<file path="src/rtl/irq_stat_pkg.sv">
package irq_stat_pkg;
  localparam int DATA_W    = 32;
  localparam int RAW_LSB   = 16;
  localparam int STEER_LSB = 30;

  typedef enum logic [1:0] {
    SEL_STATUS = 2'd0,
    SEL_EN_SET = 2'd1,
    SEL_EN_CLR = 2'd2,
    SEL_NONE   = 2'd3
  } reg_sel_e;

  // event positions (behavioural order, shared by both views)
  localparam int EV_CMD_DONE = 0;
  localparam int EV_CMD_ERR  = 1;
  localparam int EV_READY    = 2;
  localparam int EV_PWR_CHG  = 3;
  localparam int EV_PHY_CHG  = 4;
  localparam int EV_WAKE     = 5;
  localparam int EV_BAD_FRM  = 6;
  localparam int EV_DEV_SWAP = 7;
  localparam int EV_DEC_THR  = 8;
  localparam int EV_CRC_THR  = 9;
  localparam int EV_HSK_THR  = 10;
  localparam int EV_NOTIFY   = 11;
endpackage

</file>
<file path="src/rtl/irq_evt_bank.sv">
module irq_evt_bank #(
  parameter int NUM_EVT = 12
) (
  input  logic               clk,
  input  logic               rst_n,
  input  logic [NUM_EVT-1:0] evt_in,
  input  logic [NUM_EVT-1:0] clr_mask,
  output logic [NUM_EVT-1:0] raw_q
);
  // set dominates clear, per bit
  function automatic logic [NUM_EVT-1:0] next_flags(
    input logic [NUM_EVT-1:0] cur,
    input logic [NUM_EVT-1:0] set_v,
    input logic [NUM_EVT-1:0] clr_v
  );
    return set_v | (cur & ~clr_v);
  endfunction

  always_ff @(posedge clk or negedge rst_n) begin
    if (!rst_n) raw_q <= '0;
    else        raw_q <= next_flags(raw_q, evt_in, clr_mask);
  end
endmodule

</file>
<file path="src/rtl/irq_en_reg.sv">
module irq_en_reg #(
  parameter int NUM_EVT = 12,
  parameter int STEER_W = 2
) (
  input  logic               clk,
  input  logic               rst_n,
  input  logic               set_stb,
  input  logic               clr_stb,
  input  logic [NUM_EVT-1:0] bits_in,
  input  logic [STEER_W-1:0] steer_in,
  output logic [NUM_EVT-1:0] en_q,
  output logic [STEER_W-1:0] steer_q
);
  always_ff @(posedge clk or negedge rst_n) begin
    if (!rst_n) begin
      en_q    <= '0;
      steer_q <= '0;
    end else if (set_stb) begin
      en_q    <= en_q | bits_in;
      steer_q <= steer_in;
    end else if (clr_stb) begin
      en_q    <= en_q & ~bits_in;
    end
  end
endmodule

</file>
<file path="src/rtl/irq_line_router.sv">
module irq_line_router #(
  parameter int NUM_EVT   = 12,
  parameter int NUM_LINES = 4,
  parameter int STEER_W   = 2
) (
  input  logic [NUM_EVT-1:0]   raw_q,
  input  logic [NUM_EVT-1:0]   en_q,
  input  logic [STEER_W-1:0]   steer_q,
  output logic [NUM_LINES-1:0] irq_line
);
  function automatic logic any_masked(
    input logic [NUM_EVT-1:0] r,
    input logic [NUM_EVT-1:0] e
  );
    return |(r & e);
  endfunction

  logic pending;
  assign pending = any_masked(raw_q, en_q);

  for (genvar g = 0; g < NUM_LINES; g++) begin : g_line
    assign irq_line[g] = pending && (steer_q == STEER_W'(g));
  end
endmodule

</file>
<file path="src/rtl/port_irq_status.sv">
module port_irq_status
  import irq_stat_pkg::*;
#(
  parameter int NUM_EVT   = 12,
  parameter int NUM_LINES = 4
) (
  input  logic                 clk,
  input  logic                 rst_n,
  input  logic [NUM_EVT-1:0]   evt_in,
  input  logic                 cc_manual,
  input  logic                 slot_rd,
  input  logic                 reg_wr,
  input  logic [1:0]           reg_addr,
  input  logic [DATA_W-1:0]    reg_wdata,
  output logic [DATA_W-1:0]    reg_rdata,
  output logic [NUM_LINES-1:0] irq_line
);
  localparam int STEER_W = $clog2(NUM_LINES);

  reg_sel_e sel;
  assign sel = reg_sel_e'(reg_addr);

  // named internal events for the checker
  logic               st_wr, set_wr, clr_wr, auto_cc;
  logic [NUM_EVT-1:0] clr_mask, raw_q, en_q;
  logic [STEER_W-1:0] steer_q;
  logic               wdata_unused;

  assign st_wr   = reg_wr && (sel == SEL_STATUS);
  assign set_wr  = reg_wr && (sel == SEL_EN_SET);
  assign clr_wr  = reg_wr && (sel == SEL_EN_CLR);
  assign auto_cc = slot_rd && !cc_manual;
  assign wdata_unused = ^reg_wdata;

  // a one in either view acknowledges the event
  function automatic logic [NUM_EVT-1:0] fold_w1c(input logic [DATA_W-1:0] w);
    return w[NUM_EVT-1:0] | w[RAW_LSB +: NUM_EVT];
  endfunction

  function automatic logic [DATA_W-1:0] pack_status(
    input logic [NUM_EVT-1:0] r,
    input logic [NUM_EVT-1:0] e
  );
    logic [DATA_W-1:0] v;
    v = '0;
    v[RAW_LSB +: NUM_EVT] = r;
    v[0 +: NUM_EVT]       = r & e;
    return v;
  endfunction

  function automatic logic [DATA_W-1:0] pack_enable(
    input logic [NUM_EVT-1:0] e,
    input logic [STEER_W-1:0] s
  );
    logic [DATA_W-1:0] v;
    v = '0;
    v[0 +: NUM_EVT]         = e;
    v[STEER_LSB +: STEER_W] = s;
    return v;
  endfunction

  always_comb begin
    clr_mask = st_wr ? fold_w1c(reg_wdata) : '0;
    if (auto_cc) clr_mask[EV_CMD_DONE] = 1'b1;
  end

  irq_evt_bank #(.NUM_EVT(NUM_EVT)) u_bank (
    .clk      (clk),
    .rst_n    (rst_n),
    .evt_in   (evt_in),
    .clr_mask (clr_mask),
    .raw_q    (raw_q)
  );

  irq_en_reg #(.NUM_EVT(NUM_EVT), .STEER_W(STEER_W)) u_en (
    .clk      (clk),
    .rst_n    (rst_n),
    .set_stb  (set_wr),
    .clr_stb  (clr_wr),
    .bits_in  (reg_wdata[NUM_EVT-1:0]),
    .steer_in (reg_wdata[STEER_LSB +: STEER_W]),
    .en_q     (en_q),
    .steer_q  (steer_q)
  );

  irq_line_router #(.NUM_EVT(NUM_EVT), .NUM_LINES(NUM_LINES), .STEER_W(STEER_W)) u_route (
    .raw_q    (raw_q),
    .en_q     (en_q),
    .steer_q  (steer_q),
    .irq_line (irq_line)
  );

  always_comb begin
    unique case (sel)
      SEL_STATUS: reg_rdata = pack_status(raw_q, en_q);
      SEL_EN_SET,
      SEL_EN_CLR: reg_rdata = pack_enable(en_q, steer_q);
      default:    reg_rdata = '0;
    endcase
  end
endmodule

</file>
<file path="config.mk">
export PLATFORM = sky130hd
export DESIGN_NAME = port_irq_status
export DESIGN_NICKNAME = d
export VERILOG_FILES = /design/src/rtl/irq_stat_pkg.sv /design/src/rtl/irq_evt_bank.sv /design/src/rtl/irq_en_reg.sv /design/src/rtl/irq_line_router.sv /design/src/rtl/port_irq_status.sv
export SDC_FILE = /design/constraint.sdc
export NUM_CORES = 1
export LEC_CHECK = 0
export ABC_AREA = 1
export BUFFER_PORTS_ARGS = -buffer_cell sky130_fd_sc_hd__buf_4
export CORE_MARGIN = 10
export CORE_UTILIZATION = 46
export CTS_CLUSTER_DIAMETER = 100
export DETAILED_ROUTE_END_ITERATION = 10
export PLACE_DENSITY = 0.9
export SLEW_MARGIN = 10
export SYNTH_ARGS = -nofsm -noshare
export SYNTH_HDL_FRONTEND = slang
export SYNTH_HIERARCHICAL = 1
export SYNTH_SLANG_ARGS = --single-unit
</file>
<file path="constraint.sdc">
create_clock -name clk -period 1.2 [get_ports clk]
set_input_delay 0.12 -clock clk [delete_from_list [all_inputs] [get_ports clk]]
set_output_delay 0.12 -clock clk [all_outputs]
set_load 0.01 [all_outputs]
</file>
======== After elaboration in Yosys (flattened, before gate mapping) ========
Cells that the tools add are included.
operators by class
  reductions and logical operators ........ 14
  $add $sub $neg .......................... 0
  shift-type cells ........................ 0
  order comparisons ....................... 0
  eq/ne operators ......................... 5
  muxes and demuxes ....................... 5
  bitwise operators ....................... 8
  div/mod/pow operators ................... 0
  multiply operators ...................... 0
operator list
  operator                                        number
  case mux 32 bit (2 select lines)                1
  bitwise AND 12 bit                              3
  two-way mux 12 bit                              3
  bitwise OR 12 bit                               3
  inverter 12 bit                                 2
  OR reduction 12 bit                             1
  logical AND 1 bit                               8
  == test 2 bit (second input constant)           3
  == test 2 x 1 -> 1 bit (second input constant)  2
  zero test 2 bit                                 2
  nonzero test 2 bit                              1
  OR reduction 2 bit                              1
  zero test 1 bit                                 1
  two-way mux 1 bit                               1
storage, ports and cells
  latch bits .............................. 0
  bits of input ports ..................... 51
  bits in registers ....................... 26
  RAM bits ................................ 0
  memories ................................ 0
  logic and storage cells ................. 35
  bits in read-only memories .............. 0

======== Depth between registers and ports, before layout ========
  depth after elaboration ................. 7
  mapped depth ............................ 9

======== Modules after synthesis ========
Netlist, hierarchy kept.
modules (own cells, without submodules)
  module           area an instance (um2)  cells each  times used
  port_irq_status  579.3                   109         1
  irq_en_reg       574.3                   70          1
  irq_evt_bank     480.5                   60          1
  irq_line_router  147.6                   37          1

======== Least setup slack after synthesis ========
OpenSTA, ideal clock, no wires.
  kind .................................... input to output
  start point ............................. input reg_addr[0]
  end point ............................... output reg_rdata[0]
  path buffers ............................ 1
  stages on the path ...................... 5
  arrival ................................. 854 ps
  slack ................................... 226 ps
  cells stage by stage .................... inv_1 ha_1 inv_1 buf_6 a21oi_2
on the way
  longest elaborated chain between the ends .. 3
  elaborated cells on any way between the ends .. 5
RTL lines
  what                                                     RTL line               text
  start: declaration                                       port_irq_status.sv:13  input logic [1:0] reg_addr,
  == test 2 x 1 -> 1 bit or == test 2 bit (tied branches)  port_irq_status.sv:94  unique case (sel)
  OR reduction 2 bit                                       port_irq_status.sv:94
  case mux 32 bit (2 select lines) *                       port_irq_status.sv:94
  end: declaration                                         port_irq_status.sv:15  output logic [DATA_W-1:0] reg_rdata,
Every way passes the cells marked *; elsewhere a longest branch is shown, timed or not.

======== Worst setup path after layout ========
  start point ............................. register u_bank.raw_q[0]
  end point ............................... output irq_line[1]
on the way
  longest elaborated chain between the ends .. 3
RTL lines
  what                      RTL line               text
  start: declaration        irq_evt_bank.sv:8      output logic [NUM_EVT-1:0] raw_q
  start signal: assignment  irq_evt_bank.sv:21     else raw_q <= next_flags(raw_q, evt_in, clr_mask);
  bitwise AND 12 bit        irq_line_router.sv:15  return |(r & e);
  OR reduction 12 bit       irq_line_router.sv:15
  logical AND 1 bit         irq_line_router.sv:22  assign irq_line[g] = pending && (steer_q == STEER_W'(g));
  end: declaration          port_irq_status.sv:16  output logic [NUM_LINES-1:0] irq_line
Every way passes these cells.

==> results.sh <==
export IMPL_reg2reg_to="u_en/steer_q[0]"
export IMPL_p_leak_nw=1.57
export IMPL_slowest_stage="dfrtp_1"
export IMPL_cp_arrival_ns=1.35
export IMPL_met2_usage=0.304
export IMPL_yosys_most_used_dff="dfrtp_1"
export IMPL_yosysTopAreaCell="dfrtp_1"
export IMPL_hold_viol=0
export IMPL_synthCells=276
export IMPL_dp_hpwl_um=4280
export IMPL_hold_start="evt_in[7]"
export IMPL_fin_nets=431
export IMPL_vias_per_cell=4.64
export IMPL_drt_total_wl_um=5900
export IMPL_critPathCaptureType="primary output"
export IMPL_track_usage=0.165
export IMPL_cp_num_cells=7
export IMPL_finalSetupViolations=12
export IMPL_path_buf_inv=2
export IMPL_syn_area_per_cell_sq_um=6.46
export IMPL_rows=22
export IMPL_timing_final_ws_setup_ns=-0.267
export IMPL_p_clk_frac=0.252
export IMPL_ys_async_sr_fraction=1.00
export IMPL_cts_buffer_depth=2
export IMPL_worstPathCellList="nand2_1 -> nand2_1 -> nor2_2 -> nand3_2 -> nand2_1 -> inv_2 -> buf_6"
export IMPL_overflow=0
export IMPL_worst_pin_slew_ns=0.516
export IMPL_cap_violations=0
export IMPL_clkSinkCount=26
export IMPL_first_global_vias=2031
export IMPL_seq_power_share=0.371
export IMPL_grt_max_degree=27
export IMPL_route_detailed_drc=0
export IMPL_cts_made_buffers=3
export IMPL_use_met1=0.167
export IMPL_first_pass_iters=4
export IMPL_place_area_sq_um=2490
export IMPL_critPathTopFamily="simple AND/OR/NAND/NOR gates"
export IMPL_met3_usage=0.0497
export IMPL_slew_violations=0
export IMPL_cpPeakStageDelay_ns=0.40
export IMPL_initial_core_util=0.479
export IMPL_crit_required_ns=1.08
export IMPL_cts_tree="yes"
export IMPL_root_buffer="clkbuf_8"
export IMPL_die_h_um=82.2
export IMPL_busiest_layer="met2"
export IMPL_ir_drop_mv=0.798
export IMPL_ys_seq_elements=26
export IMPL_synthTopCellsByArea="dfrtp_1 37%, nand2_1 25%, inv_1 9.3%"
export IMPL_p_int_mw=1.98
export IMPL_combPwrFrac=0.377
export IMPL_p_total_mw=2.93
export IMPL_power_density_nw_per_um2=1070
export IMPL_core_sq_um=3720
export IMPL_ff2ff_setup_slack_ns=0.42
export IMPL_cp_startpoint="u_bank/raw_q[0]"
export IMPL_crit_path_max_fanout=4
export IMPL_drive_gt1_frac=0.401
export IMPL_path_class="flip-flop to primary output"
export IMPL_finClkSkew_ns=0
export IMPL_timing_final_crit_share=1.22
export IMPL_clkTransAtPathRegs_ns=0.09
export IMPL_portBuffers=74
export IMPL_ant_nets=0
export IMPL_p_sw_frac=0.323
export IMPL_synth_seq_area_share=0.365
export IMPL_wire_per_inst_um=14.0
export IMPL_max_clock_freq_ghz=0.682
export IMPL_antenna_found_initial=0
export IMPL_vias=1957
export IMPL_clkLatencyLatePin_ns=0.27
export IMPL_yosysTopAreaCellShare=0.365
export IMPL_gp_congestion=0.790
export IMPL_diodes=0
export IMPL_worstReg2RegStart="u_en/steer_q[0]"
export IMPL_grt_first_pass_wirelength_um=8890
export IMPL_start_kind="flip-flop"
export IMPL_area_delta_synth_final_pct=54.1
export IMPL_final_area_sq_um=2750
export IMPL_switching_power_mw=0.945
export IMPL_htree_num_levels=1
export IMPL_violations="setup timing"
export IMPL_io_pins=87
export IMPL_hold_path_class="input pin to flip-flop"
export IMPL_rsz0062_at_grt="true"
export IMPL_fp_dieW_um=82.2
export IMPL_post_synth_top_count_cell="nand2_1"
export IMPL_synthDistinctLibCells=16
export IMPL_cp_endpoint="irq_line[1]"
export IMPL_synth_edff_count=0
export IMPL_dieArea_sq_um=6760
export IMPL_ys_warn_count=6
export IMPL_first_iter_violations=102
export IMPL_status="finished with violations"
export IMPL_layout_min_cycle_time_ns=1.47
export IMPL_cpMostUsedCell="nand2_1"
export IMPL_synth_commonest_cells="120 x nand2_1, 44 x inv_1, 39 x nor2_1, 26 x dfrtp_1, 11 x nand2_2"
export IMPL_synth_area_sq_um=1780
export IMPL_slew_headroom=0.655
export IMPL_ff2ff_path_depth=2
export IMPL_fillCellCount=281
-- worst register-to-register path, stage by stage (launching register included) --
cell     delay [ns]
dfrtp_1        0.46
inv_1          0.06
o21ai_0        0.18
-- cells by family after synthesis --
| kind of cell | Yosys count | share of synthesized area |
|---|---|---|
| AND/OR/NAND/NOR | 172 | 0.383 |
| other | 1 | 0.00210 |
| flip-flops | 26 | 0.365 |
| buffers and inverters | 58 | 0.154 |
| adder cells (fa/ha/maj) | 5 | 0.0351 |
| AO/OA/AOI/OAI | 14 | 0.0604 |
-- metrics by stage --
step	TNS (ns)	utilization	std cells	worst slack, ns	hold WS, ns
3_5_place_dp	-0.732	0.671	411	-0.108	0.0457
5_1_grt	-2.24	0.739	422	-0.312	0.0232
4_1_cts	-0.985	0.710	417	-0.241	0.0209
3_3_place_gp	-0.261	0.671	411	-0.0361	0.0455
2_1_floorplan	0	-	281	0.226	-0.176
6_report	-1.13	0.739	422	-0.267	0.0201
-- area by class of cell --
class	count	area, sq um	share of cell area
clock buffers	3	41.3	0.0150
clock inverters	1	30.0	0.0109
inverters	45	171	0.0624
multi-input cells	197	955	0.348
flip-flops and latches	26	651	0.237
well taps	48	60.1	0.0219
repair buffers	102	838	0.305
-- per-layer routing --
layer | up-vias | part of all wire
li1 | 981 | -
met5 | - | 0
met4 | 0 | 0.021
met1 | 896 | 0.37
met3 | 10 | 0.078
met2 | 70 | 0.53
-- timing repair --
item / CTS / global route
hold buffers: 1 / 0
endpoints found under the hold margin: 26 / 0
endpoints found under the setup margin: 18 / 24
buffers inserted: 2 / 6
resized for setup: 15 / 24
pin swaps: 8 / 11
-- worst min path at each step --
| stage | to | cells past startpoint |
|---|---|---|
| floorplan | u_bank/raw_q[0] | 0 |
| global placement | u_bank/raw_q[2] | 1 |
| detailed placement | u_bank/raw_q[2] | 1 |
| CTS | u_bank/raw_q[9] | 3 |
| global route | u_bank/raw_q[9] | 3 |
| finish | u_bank/raw_q[7] | 3 |
-- power groups by stage --
stage | Sequential (mW) | Combinational (mW) | Clock (mW)
5_1_grt | 1.10 | 1.22 | 0.773
6_report | 1.09 | 1.10 | 0.737
2_1_floorplan | 1.09 | 0.497 | 0
3_3_place_gp | 1.09 | 0.944 | 0
3_5_place_dp | 1.10 | 0.974 | 0
4_1_cts | 1.08 | 1.03 | 0.738
-- cell usage in the layout (no fill, tap or decap) --
cell           Yosys  layout
nand2_1          120     113
buf_4              9      88
inv_1             44      38
nor2_1            39      35
dfrtp_1           26      26
nand2_2           11      14
a21oi_2           10      12
buf_6              3      10
inv_2              1       6
conb_1             1       6
nor2_2             1       5
nand2_4            0       4
ha_1               5       3
clkbuf_8           0       3
ha_4               0       2
buf_12             0       2
o21ai_0            2       2
inv_4              0       1
bufinv_16          0       1
dlygate4sd3_1      0       1
buf_8              0       1
nand3_2            1       1
Note: power is estimated with default switching activity, not from simulation.
